<file path="src/rtl/rsqrt_pkg.sv">
package rsqrt_pkg;

  localparam int FP_W  = 32;
  localparam int EXP_W = 8;
  localparam int MAN_W = 23;
  localparam int BIAS  = 127;
  // fraction bits of the fixed-point table values (value range [1,2])
  localparam int FX    = 16;

  localparam logic [FP_W-1:0] POS_INF = {1'b0, {EXP_W{1'b1}}, {MAN_W{1'b0}}};
  localparam logic [FP_W-1:0] QNAN    = {1'b0, {EXP_W{1'b1}}, 1'b1, {(MAN_W-1){1'b0}}};

  typedef enum logic [1:0] {
    CLS_NORM = 2'd0,
    CLS_ZERO = 2'd1,
    CLS_INF  = 2'd2,
    CLS_NAN  = 2'd3
  } cls_e;

  // integer square root, floor
  function automatic longint unsigned isqrt(input longint unsigned a);
    longint unsigned rem;
    longint unsigned res;
    longint unsigned bt;
    rem = a;
    res = 0;
    bt  = 64'd1 << 62;
    while (bt > rem) bt = bt >> 2;
    while (bt != 0) begin
      if (rem >= res + bt) begin
        rem = rem - (res + bt);
        res = (res >> 1) + bt;
      end else begin
        res = res >> 1;
      end
      bt = bt >> 2;
    end
    return res;
  endfunction

  // 2/sqrt(r) in 1.FX fixed point, r = (2^mi + k)/2^mi, doubled when odd is set
  function automatic longint unsigned rsq_point(input int mi, input bit odd, input int k);
    longint unsigned num;
    longint unsigned den;
    num = 64'd1 << (2*FX + 2 + mi - (odd ? 1 : 0));
    den = (64'd1 << mi) + longint'(k);
    return isqrt(num / den);
  endfunction

endpackage

</file>
<file path="src/rtl/rsqrt_classify.sv">
module rsqrt_classify
  import rsqrt_pkg::*;
(
  input  logic [FP_W-1:0] op,
  output cls_e            cls
);
  logic [EXP_W-1:0] ex;
  logic [MAN_W-1:0] mn;

  assign ex = op[FP_W-2 -: EXP_W];
  assign mn = op[MAN_W-1:0];

  // priority: NaN, then zero/subnormal (flushed), then sign, then infinity
  always_comb begin
    if (ex == '1 && mn != '0)  cls = CLS_NAN;
    else if (ex == '0)         cls = CLS_ZERO;
    else if (op[FP_W-1])       cls = CLS_NAN;
    else if (ex == '1)         cls = CLS_INF;
    else                       cls = CLS_NORM;
  end
endmodule

</file>
<file path="src/rtl/rsqrt_exp.sv">
module rsqrt_exp
  import rsqrt_pkg::*;
(
  input  logic [EXP_W-1:0] e_in,
  input  logic             carry,
  output logic [EXP_W-1:0] e_out
);
  // (3*bias - 1 - E) / 2 covers both parities with one floor shift
  localparam int         K_OFF = 3*BIAS - 1;
  localparam int         DW    = EXP_W + 2;

  logic [DW-1:0] diff;
  logic          unused_diff;

  assign diff        = DW'(K_OFF) - {2'b00, e_in};
  assign e_out       = diff[EXP_W:1] + EXP_W'(carry);
  assign unused_diff = diff[0] ^ diff[DW-1];
endmodule

</file>
<file path="src/rtl/rsqrt_mant_rom.sv">
module rsqrt_mant_rom
  import rsqrt_pkg::*;
#(
  parameter int MI_BITS = 6,
  parameter int IP_BITS = 8
) (
  input  logic             odd,
  input  logic [MAN_W-1:0] man,
  output logic [MAN_W-1:0] man_out,
  output logic             carry
);
  localparam int HALF   = 1 << MI_BITS;
  localparam int ENT    = 2 * HALF;
  localparam int BASE_W = FX + 2;
  localparam int SL_W   = FX - MI_BITS + 1;
  localparam int PR_W   = SL_W + IP_BITS;
  localparam int LOW_W  = MAN_W - MI_BITS - IP_BITS;

  logic [BASE_W-1:0]  base_rom  [ENT];
  logic [SL_W-1:0]    slope_rom [ENT];
  logic [MI_BITS:0]   idx;
  logic [IP_BITS-1:0] frac;
  logic [PR_W-1:0]    prod;
  logic [SL_W-1:0]    corr;
  logic [BASE_W-1:0]  est;
  logic               unused_bits;

  // table halves: index MSB set means odd unbiased exponent, range [2,4)
  for (genvar g = 0; g < ENT; g++) begin : g_rom
    localparam longint unsigned B0 = rsq_point(MI_BITS, g >= HALF, g % HALF);
    localparam longint unsigned B1 = rsq_point(MI_BITS, g >= HALF, (g % HALF) + 1);
    assign base_rom[g]  = BASE_W'(B0);
    assign slope_rom[g] = SL_W'(B0 - B1);
  end

  assign idx  = {odd, man[MAN_W-1 -: MI_BITS]};
  assign frac = man[MAN_W-MI_BITS-1 -: IP_BITS];
  assign prod = {{IP_BITS{1'b0}}, slope_rom[idx]} * {{SL_W{1'b0}}, frac};
  assign corr = prod[PR_W-1:IP_BITS];
  assign est  = base_rom[idx] - BASE_W'(corr);

  // est reaches 2.0 only at the exact start of the even half
  assign carry   = est[BASE_W-1];
  assign man_out = carry ? '0 : {est[FX-1:0], {(MAN_W-FX){1'b0}}};

  if (LOW_W > 0) begin : g_low
    assign unused_bits = ^{man[LOW_W-1:0], prod[IP_BITS-1:0], est[FX]};
  end else begin : g_nolow
    assign unused_bits = ^{prod[IP_BITS-1:0], est[FX]};
  end
endmodule

</file>
<file path="src/rtl/rsqrt_est.sv">
module rsqrt_est
  import rsqrt_pkg::*;
#(
  parameter int MI_BITS = 6,
  parameter int IP_BITS = 8
) (
  input  logic            clk,
  input  logic            rst_n,
  input  logic            in_vld,
  input  logic [FP_W-1:0] in_op,
  output logic            out_vld,
  output logic [FP_W-1:0] out_res
);
  cls_e             cls;
  logic [EXP_W-1:0] e_in;
  logic [EXP_W-1:0] e_out;
  logic [MAN_W-1:0] m_out;
  logic             m_carry;
  logic [FP_W-1:0]  res_d;
  logic [FP_W-1:0]  res_q;
  logic             vld_q;

  assign e_in = in_op[FP_W-2 -: EXP_W];

  rsqrt_classify u_cls (
    .op  (in_op),
    .cls (cls)
  );

  rsqrt_mant_rom #(
    .MI_BITS (MI_BITS),
    .IP_BITS (IP_BITS)
  ) u_rom (
    .odd     (~e_in[0]),
    .man     (in_op[MAN_W-1:0]),
    .man_out (m_out),
    .carry   (m_carry)
  );

  rsqrt_exp u_exp (
    .e_in  (e_in),
    .carry (m_carry),
    .e_out (e_out)
  );

  always_comb begin
    unique case (cls)
      CLS_ZERO: res_d = POS_INF;
      CLS_INF:  res_d = '0;
      CLS_NAN:  res_d = QNAN;
      default:  res_d = {1'b0, e_out, m_out};
    endcase
  end

  always_ff @(posedge clk or negedge rst_n) begin
    if (!rst_n) begin
      vld_q <= 1'b0;
      res_q <= '0;
    end else begin
      vld_q <= in_vld;
      if (in_vld) res_q <= res_d;
    end
  end

  assign out_vld = vld_q;
  assign out_res = res_q;

  p_vld_rise_r2: assert property (@(posedge clk) disable iff (!rst_n)
    in_vld |=> out_vld);
  p_vld_fall_r2: assert property (@(posedge clk) disable iff (!rst_n)
    !in_vld |=> !out_vld);
  p_hold_r3: assert property (@(posedge clk) disable iff (!rst_n)
    !in_vld |=> $stable(out_res));
  p_norm_range_r4: assert property (@(posedge clk) disable iff (!rst_n)
    (in_vld && !in_op[FP_W-1] && in_op[30:23] != 8'h00 && in_op[30:23] != 8'hFF)
      |=> (!out_res[FP_W-1] && out_res[30:23] >= 8'd63 && out_res[30:23] <= 8'd190));
  p_zero_inf_r8: assert property (@(posedge clk) disable iff (!rst_n)
    (in_vld && in_op[30:23] == 8'h00) |=> (out_res == POS_INF));
  p_inf_zero_r9: assert property (@(posedge clk) disable iff (!rst_n)
    (in_vld && in_op == POS_INF) |=> (out_res == '0));
  p_neg_nan_r10: assert property (@(posedge clk) disable iff (!rst_n)
    (in_vld && in_op[FP_W-1] && in_op[30:23] != 8'h00) |=> (out_res == QNAN));
endmodule

</file>
<file path="config.mk">
export PLATFORM = sky130hd
export DESIGN_NAME = rsqrt_est
export DESIGN_NICKNAME = d
export VERILOG_FILES = /design/src/rtl/rsqrt_pkg.sv /design/src/rtl/rsqrt_classify.sv /design/src/rtl/rsqrt_exp.sv /design/src/rtl/rsqrt_mant_rom.sv /design/src/rtl/rsqrt_est.sv
export SDC_FILE = /design/constraint.sdc
export NUM_CORES = 1
export LEC_CHECK = 0
export ABC_AREA = 1
export BUFFER_PORTS_ARGS = -buffer_cell sky130_fd_sc_hd__buf_2
export CORE_ASPECT_RATIO = 1.1
export CORE_UTILIZATION = 50
export CTS_CLUSTER_DIAMETER = 60
export DETAILED_ROUTE_END_ITERATION = 6
export HOLD_SLACK_MARGIN = 0.12
export PLACE_DENSITY = 0.79
export SYNTH_ARGS = -nofsm -noshare
export SYNTH_HDL_FRONTEND = slang
export SYNTH_SLANG_ARGS = --single-unit
</file>
<file path="constraint.sdc">
create_clock -name clk -period 0.9 [get_ports clk]
set_clock_uncertainty 0.05 [all_clocks]
set_input_delay 0.27 -clock clk [delete_from_list [all_inputs] [get_ports clk]]
set_output_delay 0.27 -clock clk [all_outputs]
set_load 0.05 [all_outputs]
</file>
==> results.md, run 1 <==
* Most area-hungry cell type in the Yosys netlist: nand2_1
* Worst_ep kind: register input
* Die span in x at 121 microns
* Netlist cell types at 52
* Initial Utilization at 0.513
* Post-DP Area at 11400 sq um
* Die height at 133 microns
* Status: stopped before the end
* Async SR Flop Fraction at 1.00
* Failing step: 5_1_grt
* Row count at 47
* HPWL after detailed placement at 30500 microns
* Error Message: [ERROR GRT-0232] Routing congestion too high. Check the congestion heatmap in the GUI.
* Average size of a mapped cell at 6.19 sq um
* Top-area cell type share of the netlist area at 0.130
* Overflow after GRT at 248
* Global Route Usage Sum at 0.856
* PortBufs at 59
* Yosys warns at 0
* Sequential share of the synthesized area at 0.0807
* Ports at 68
* Worst EP post-GRT repair: out_res[28]$_DFFE_PN0P_/D
* CTS buffer count at 3
* Synth Register Bits at 25
* Synth area leaders: nand2_1 13%, fa_1 12%, ha_1 11%, inv_1 9.4%, dfrtp_1 8.1%
* GPL Wtd Cong at 1.18
* H-tree depth at 1
* CTS Buffer Depth at 2
* Netlist Area Pre-Place at 7750 sq um
* Ys flop type: dfrtp_1
* Clock sinks at 25
* Post-synth EDFFs at 0
* CTS root buf: clkbuf_16
* Synth Instances at 1251
* Pre-CTS setup slack at -6480 ps
* Largest net degree at the start of global routing at 26
per-stage QoR:
stage               std cells  TNS, ps
CTS                      1895  -142600
detailed placement       1861  -151140
global placement         1861  -145820
floorplan                1258  -133190
synth_stat cells (10+ instances only):
cell type	instances
nand2_1	268
inv_1	195
nor2_1	128
o21ai_0	93
nand3_1	89
a21oi_1	77
ha_1	70
fa_1	48
dfrtp_1	25
buf_2	19
clkbuf_1	19
nand4_1	17
nor3_1	16
o211ai_1	16
xor2_1	15
xnor2_1	13
o22ai_1	11
a31oi_1	10
o21ai_2	10
what timing repair did:
action	CTS
hold buffers	1
gates cloned	0
hold endpoints to repair	25
gates resized for setup	143
setup endpoints to repair	49
pin swaps	63
buffers inserted	29
cells by family after synthesis:
group / after synthesis / synth area share
and+or+nand+nor: 547 / 0.302
AOI/OAI and AO/OA: 273 / 0.211
buffers and inverters: 259 / 0.137
adders and majority gates: 118 / 0.237
xor gates and xnor gates: 28 / 0.0316
DFF: 25 / 0.0807
other: 1 / 0.000484
layer usage:
layer | track usage | GRT overflow
met1 | 0.855 | 12
met2 | 0.979 | 138
met3 | 0.753 | 10
met4 | 0.842 | 85
met5 | 0.491 | 3
==> run 2, diff against run 1 <==
--- a/config.mk
+++ b/config.mk
@@ -7,12 +7,9 @@
 export LEC_CHECK = 0
 export ABC_AREA = 1
 export BUFFER_PORTS_ARGS = -buffer_cell sky130_fd_sc_hd__buf_2
-export CORE_ASPECT_RATIO = 1.1
-export CORE_UTILIZATION = 50
-export CTS_CLUSTER_DIAMETER = 60
+export CORE_UTILIZATION = 35
 export DETAILED_ROUTE_END_ITERATION = 6
-export HOLD_SLACK_MARGIN = 0.12
-export PLACE_DENSITY = 0.79
+export PLACE_DENSITY_LB_ADDON = 0.15
 export SYNTH_ARGS = -nofsm -noshare
 export SYNTH_HDL_FRONTEND = slang
 export SYNTH_SLANG_ARGS = --single-unit
==> run 2 against run 1 <==
  * The flow now finishes, with violations (negative setup slack)
  * Synthesized area stayed put
  * Synthesized cell count unchanged
==> results.md, run 2 <==
* Max-Cap Viols at 0
* Final nets at 1930
* CP max stage cell: ha_4
* HPWL after detailed placement at 33800 microns
* Row count at 54
* WP data arrival at 7030 ps
* Leakage at 6.87 nW
* Largest net degree at the start of global routing at 26
* CTS root buf: clkbuf_16
* Via/cell ratio at 5.36
* Ys flop type: dfrtp_1
* H-tree depth at 1
* CTS Buffer Depth at 2
* CTS buffer count at 3
* Status: finished, violations left
* GPL Wtd Cong at 1.08
* Reg clk slew, reported paths at 60 ps
* Sequential share of the synthesized area at 0.0807
* Post-route ant nets at 0
* Peak fanout along the critical path at 6
* Largest stage delay on the critical path at 250 ps
* Synth Instances at 1251
* Die span in x at 151 microns
* Yosys warns at 0
* Clock sinks at 25
* PwrDens at 3330 nW/um^2
* CP Data Required Time at 1020 ps
* Worst r2r src: out_res[24]$_DFFE_PN0P_
* Most area-hungry cell type in the Yosys netlist: nand2_1
* Crit path max-delay family: buffers and inverters
* Final WL at 40900 microns
* Buf/Inv on CP at 39
* Hold_sp: in_vld
* Initial antenna violation count at 2
* Async SR Flop Fraction at 1.00
* Netlist Area Pre-Place at 7750 sq um
* Most flops, register: out_res
* Syn-to-layout area delta at 71.3%
* FF-to-FF setup slack at 10 ps
* Failing checks: negative setup slack
* DRC violations left at 0
* Layout cells sized above 1 at 0.444
* Commonest non-fill, non-tap cells in the layout: 486 x buf_4, 236 x nand2_1, 172 x inv_1, 105 x nor2_1, 80 x nand3_1
* Finish-stage setup viols at 49
* Fin crit share at 7.68
* Netlist cell types at 52
* Initial Utilization at 0.356
* Final hold violations at 0
* Global-route wire length before repair at 61300 microns
* DR vias at 11018
* DR iter-0 viols at 862
* Post-synth EDFFs at 0
* Vias in the first global route at 10722
* DRT Pass-1 Iters at 6
* RSZ-0062 raised after global routing: yes
* PortBufs at 59
* Synth area leaders: nand2_1 13%, fa_1 12%, ha_1 11%, inv_1 9.4%, dfrtp_1 8.1%
* Most frequent cell after synthesis: nand2_1
* Setup TNS at -148740 ps
* Most common cell after layout, fill and taps aside: buf_4
* Slew Limit Fails at 0
* Most frequent cells after synthesis: 268 x nand2_1, 195 x inv_1, 128 x nor2_1
* Drt wl/cell at 19.9 microns
* Average size of a mapped cell at 6.19 sq um
* Highest Clock Rate at 145 MHz
* Number of flip-flops in the largest register at 24
* WS Path Type: input pin to register
* Clock Latency Late Sink at 260 ps
* Max IR drop VDD at 4.09 mV
* Total power at 44.3 mW
* Die footprint at 22700 sq um
* TritonCTS clock tree: done
* Setup ws final at -6010 ps
* CP dominant cell by count: buf_4
* Synth Register Bits at 25
* Final Critical Period at 6910 ps
* Die height at 151 microns
* Top-area cell type share of the netlist area at 0.130
* Worst Setup SP: in_op[17]
* Worst Hold Class: input pin to register
* Ports at 68
* Core area at 21800 sq um
* Worst hold margin at 251 ps
* Startpoint types: input pin
* Type of destination of the critical path: register
* Global Route Usage Sum at 0.363
* Overflow after GRT at 0
run 2: through the flow:
stage	worst slack, ps	std cells	utilization	area, sq um
2_1_floorplan	-5730	1258	-	8080
3_3_place_gp	-6400	1974	0.542	11800
3_5_place_dp	-6410	1974	0.542	11800
4_1_cts	-5880	2038	0.588	12800
5_1_grt	-6370	2056	0.610	13300
6_report	-6010	2057	0.610	13300
run 2: final timing paths:
kind                                                 to  cells past startpoint
max in group asynchronous       out_res[10]$_DFFE_PN0P_                      3
worst max-delay path            out_res[21]$_DFFE_PN0P_                     55
worst min register to register  out_res[20]$_DFFE_PN0P_                      2
worst min-delay path                  out_vld$_DFF_PN0_                      2
min in group asynchronous       out_res[30]$_DFFE_PN0P_                      3
worst max register to register  out_res[24]$_DFFE_PN0P_                      3
run 2: cell type report:
type / instances / area (sq um)
Antenna cell: 1 / 2.50
Clock buffer: 4 / 78.8
Fill cell: 2019 / 8480
Inverter: 202 / 777
Multi-Input combinational cell: 974 / 6900
Sequential cell: 25 / 656
Tap cell: 280 / 350
Timing Repair Buffer: 571 / 4510
run 2: cells by family (layout without fill, tap and decap cells):
| family | Yosys count | count (layout) | share of synthesized area |
|---|---|---|---|
| AO/OA/AOI/OAI | 273 | 273 | 0.211 |
| AND/OR/NAND/NOR | 547 | 547 | 0.302 |
| other | 1 | 9 | 0.000484 |
| adder cells (fa/ha/maj) | 118 | 118 | 0.237 |
| flip-flops | 25 | 25 | 0.0807 |
| XOR/XNOR | 28 | 28 | 0.0316 |
| buffers and inverters | 259 | 777 | 0.137 |
run 2: layer usage:
layer  track usage  vias to the layer above  share of wire
li1              -                     5178              -
met1         0.484                     5102           0.42
met2         0.563                      604           0.43
met3        0.0774                      132           0.10
met4         0.158                        2          0.049
met5             0                        -        0.00032
run 2: report_power, final:
part	switching (mW)	internal (mW)	total [mW]
sequential	0.196	1.47	1.66
clock	0.393	0.607	0.999
combinational	20.5	21.0	41.6
run 2: timing repair:
item | in CTS | in global routing
pin swaps | 66 | 52
hold buffers | 1 | 0
gates cloned | 1 | 0
hold endpoints to repair | 25 | 0
endpoints found under the setup margin | 49 | 49
setup buffers | 58 | 18
gates resized for setup | 144 | 83
Note: power is estimated with default switching activity, not from simulation.
==> run 3, diff against run 2 <==
--- a/config.mk
+++ b/config.mk
@@ -5,9 +5,9 @@
 export SDC_FILE = /design/constraint.sdc
 export NUM_CORES = 1
 export LEC_CHECK = 0
-export ABC_AREA = 1
 export BUFFER_PORTS_ARGS = -buffer_cell sky130_fd_sc_hd__buf_2
 export CORE_UTILIZATION = 35
+export CTS_BUF_LIST = sky130_fd_sc_hd__clkbuf_8
 export DETAILED_ROUTE_END_ITERATION = 6
 export PLACE_DENSITY_LB_ADDON = 0.15
 export SYNTH_ARGS = -nofsm -noshare
==> run 3 against run 2 <==
  * Setup slack worse by 1200 ps
  * Non-clock buffer count down 69
  * Die area up 11%
  * Synthesized area up 11%
  * Flip-flop and latch count unchanged
  * Combinational power down 26%
  * The flow still finishes with violations (negative setup slack)
  * Highest routed layer is now met4
==> results.md, run 3 <==
* Most frequent cells after synthesis: 128 x nand2_1, 91 x inv_1, 90 x nor2_1
* Setup ws final at -7260 ps
* Global Route Usage Sum at 0.309
* Clock sinks at 25
* Die footprint at 25200 sq um
* Initial Utilization at 0.355
* Peak fanout along the critical path at 5
* H-tree depth at 1
* Final nets at 1753
* RSZ-0062 raised after global routing: yes
* CP Data Required Time at 1010 ps
* Slew margin rel. at 0.474
* CP max stage cell: fa_1
* Sequential share of the synthesized area at 0.0726
* Critical Path Sink: out_res[28]$_DFFE_PN0P_
* Buf/Inv on CP at 10
* Leakage at 6.12 nW
* Type of destination of the critical path: register
* Overflow after GRT at 0
* Dpl cells at 1883
* Ports at 68
* Finish-stage setup viols at 49
* Netlist cell types at 98
* Syn-to-layout area delta at 52.7%
* Largest net degree at the start of global routing at 26
* Die height at 159 microns
* Clock Latency Late Sink at 260 ps
* Total power at 33.2 mW
* PwrDens at 2530 nW/um^2
* Layout cells sized above 1 at 0.415
* Async SR Flop Fraction at 1.00
* Most frequent cell after synthesis: nand2_1
* Synth area leaders: fa_1 11%, ha_1 10%, dfrtp_1 7.3%, nand2_1 5.6%, a21oi_1 5.2%
* Status: finished, violations left
* DRT Pass-1 Iters at 7
* WP data arrival at 8270 ps
* Most area-hungry cell type in the Yosys netlist: fa_1
* Reg clk slew, reported paths at 80 ps
* Simple-gate share of the synthesized area at 0.238
* Final Non-Filler Cells at 1923
* Largest stage delay on the critical path at 540 ps
* Max IR drop VDD at 5.33 mV
* Most flops, register: out_res
* Synth Instances at 1193
* Global-route wire length before repair at 60800 microns
* Startpoint types: input pin
* Initial antenna violation count at 0
* Multiplexer share of the synthesized area at 0.0311
* DR iter-0 viols at 1018
* HPWL after detailed placement at 31800 microns
* Reg-to-Reg End: out_res[27]$_DFFE_PN0P_
* Post-synth EDFFs at 0
* Netlist Area Pre-Place at 8610 sq um
* Inserted Diodes at 0
* Worst Hold Class: input pin to register
* CTS root buf: clkbuf_8
* WS Path Type: input pin to register
* Synth Register Bits at 25
* Max-Cap Viols at 0
* Least-Margin Pin Slew at 784 ps
* Commonest non-fill, non-tap cells in the layout: 422 x buf_4, 124 x nand2_1, 87 x nor2_1, 83 x inv_1, 79 x a21oi_1
* Worst path depth at 43
* Final WL at 39300 microns
* CP dominant cell by count: fa_1
* Post-route ant nets at 0
* Crit path max-delay family: adder cells
* Core area at 24200 sq um
* Synth Area in XOR/XNOR at 0.0325
* Final Critical Period at 8160 ps
* Setup TNS at -171380 ps
* CTS Buffer Depth at 2
* Most common cell after layout, fill and taps aside: buf_4
* Vias in the first global route at 10666
* Post-DP Area at 12200 sq um
* Final hold violations at 0
* GPL Wtd Cong at 1.03
* Ys flop type: dfrtp_1
* Largest family of logic cells by synthesized area: compound AO/OA/AOI/OAI gates
* Number of flip-flops in the largest register at 24
* Top-area cell type share of the netlist area at 0.112
* FF-to-FF setup slack at -340 ps
* Via/cell ratio at 5.59
* Fin crit share at 9.07
* Worst Setup SP: in_op[18]
* Drt wl/cell at 20.4 microns
* Die span in x at 159 microns
* Row count at 57
* TritonCTS clock tree: done
* Yosys warns at 0
* Fin area at 13200 sq um
* Failing checks: negative setup slack
* PortBufs at 59
* DR vias at 10754
* Adder-cell share of the synthesized area at 0.213
* Slew Limit Fails at 0
* DRC violations left at 0
* Compound-Gate Fraction of Synth Area at 0.305
* Average size of a mapped cell at 7.22 sq um
* Worst Reg-to-Reg Cells at 5
* Highest Clock Rate at 123 MHz
* Pre-CTS setup slack at -8090 ps
* CTS buffer count at 3
* Worst r2r src: out_res[27]$_DFFE_PN0P_
## run 3: logic make-up (layout without fill, tap and decap cells)
family	count (synthesis)	count (layout)
AOI/OAI and AO/OA	389	389
xor gates and xnor gates	32	32
adders and majority gates	118	118
buffers and inverters	201	600
DFF	25	25
muxes	15	15
other	1	8
and+or+nand+nor	412	412
## run 3: worst reg2reg max path, delay by kind of cell (launching register included)
family / cells / cell delay (ps)
compound gates: 1 / 120
buf+inv: 1 / 140
flops: 1 / 420
mux: 1 / 140
simple gates: 2 / 260
## run 3: layout make-up
class	instances	area, sq um
fill	2306	11100
sequential	25	656
clock buffer	3	41.3
tap	324	405
clock inverter	1	5.00
multi-input combinational	974	7680
timing repair buffer	502	4000
inverter	94	363
## run 3: power breakdown
group | total (mW) | switching [mW] | internal [mW] | leakage, nW
registers | 1.69 | 0.207 | 1.49 | 0.276
clock network | 0.652 | 0.343 | 0.309 | 0.0255
logic | 30.9 | 15.1 | 15.8 | 5.82
## run 3: layer usage
metal	track usage	up-vias	routed length [microns]
met4	0.192	0	2840
met1	0.393	5122	16500
li1	-	5062	-
met3	0.0185	134	1950
met5	0	-	0
met2	0.511	436	18100
## run 3: worst min path at each step
stage,from,cells after the start,endpoint
2_1_floorplan,rst_n,0,out_res[10]$_DFFE_PN0P_
3_3_place_gp,rst_n,2,out_res[28]$_DFFE_PN0P_
3_5_place_dp,rst_n,2,out_res[28]$_DFFE_PN0P_
4_1_cts,in_op[31],4,out_res[22]$_DFFE_PN0P_
5_1_grt,in_op[31],4,out_res[22]$_DFFE_PN0P_
6_report,in_op[31],4,out_res[22]$_DFFE_PN0P_
## run 3: what timing repair did
item | CTS | global route
pin swaps | 66 | 11
buffers inserted | 28 | 8
endpoints found under the hold margin | 25 | 0
gates cloned | 1 | 0
gates resized for setup | 146 | 15
hold buffers | 1 | 0
endpoints found under the setup margin | 49 | 49
## run 3: metrics by stage
step	util	hold WS, ps
final	0.542	333
after global routing	0.542	395
after CTS	0.538	338
after detailed placement	0.503	169
after global placement	0.503	171
after floorplan	-	-75.6
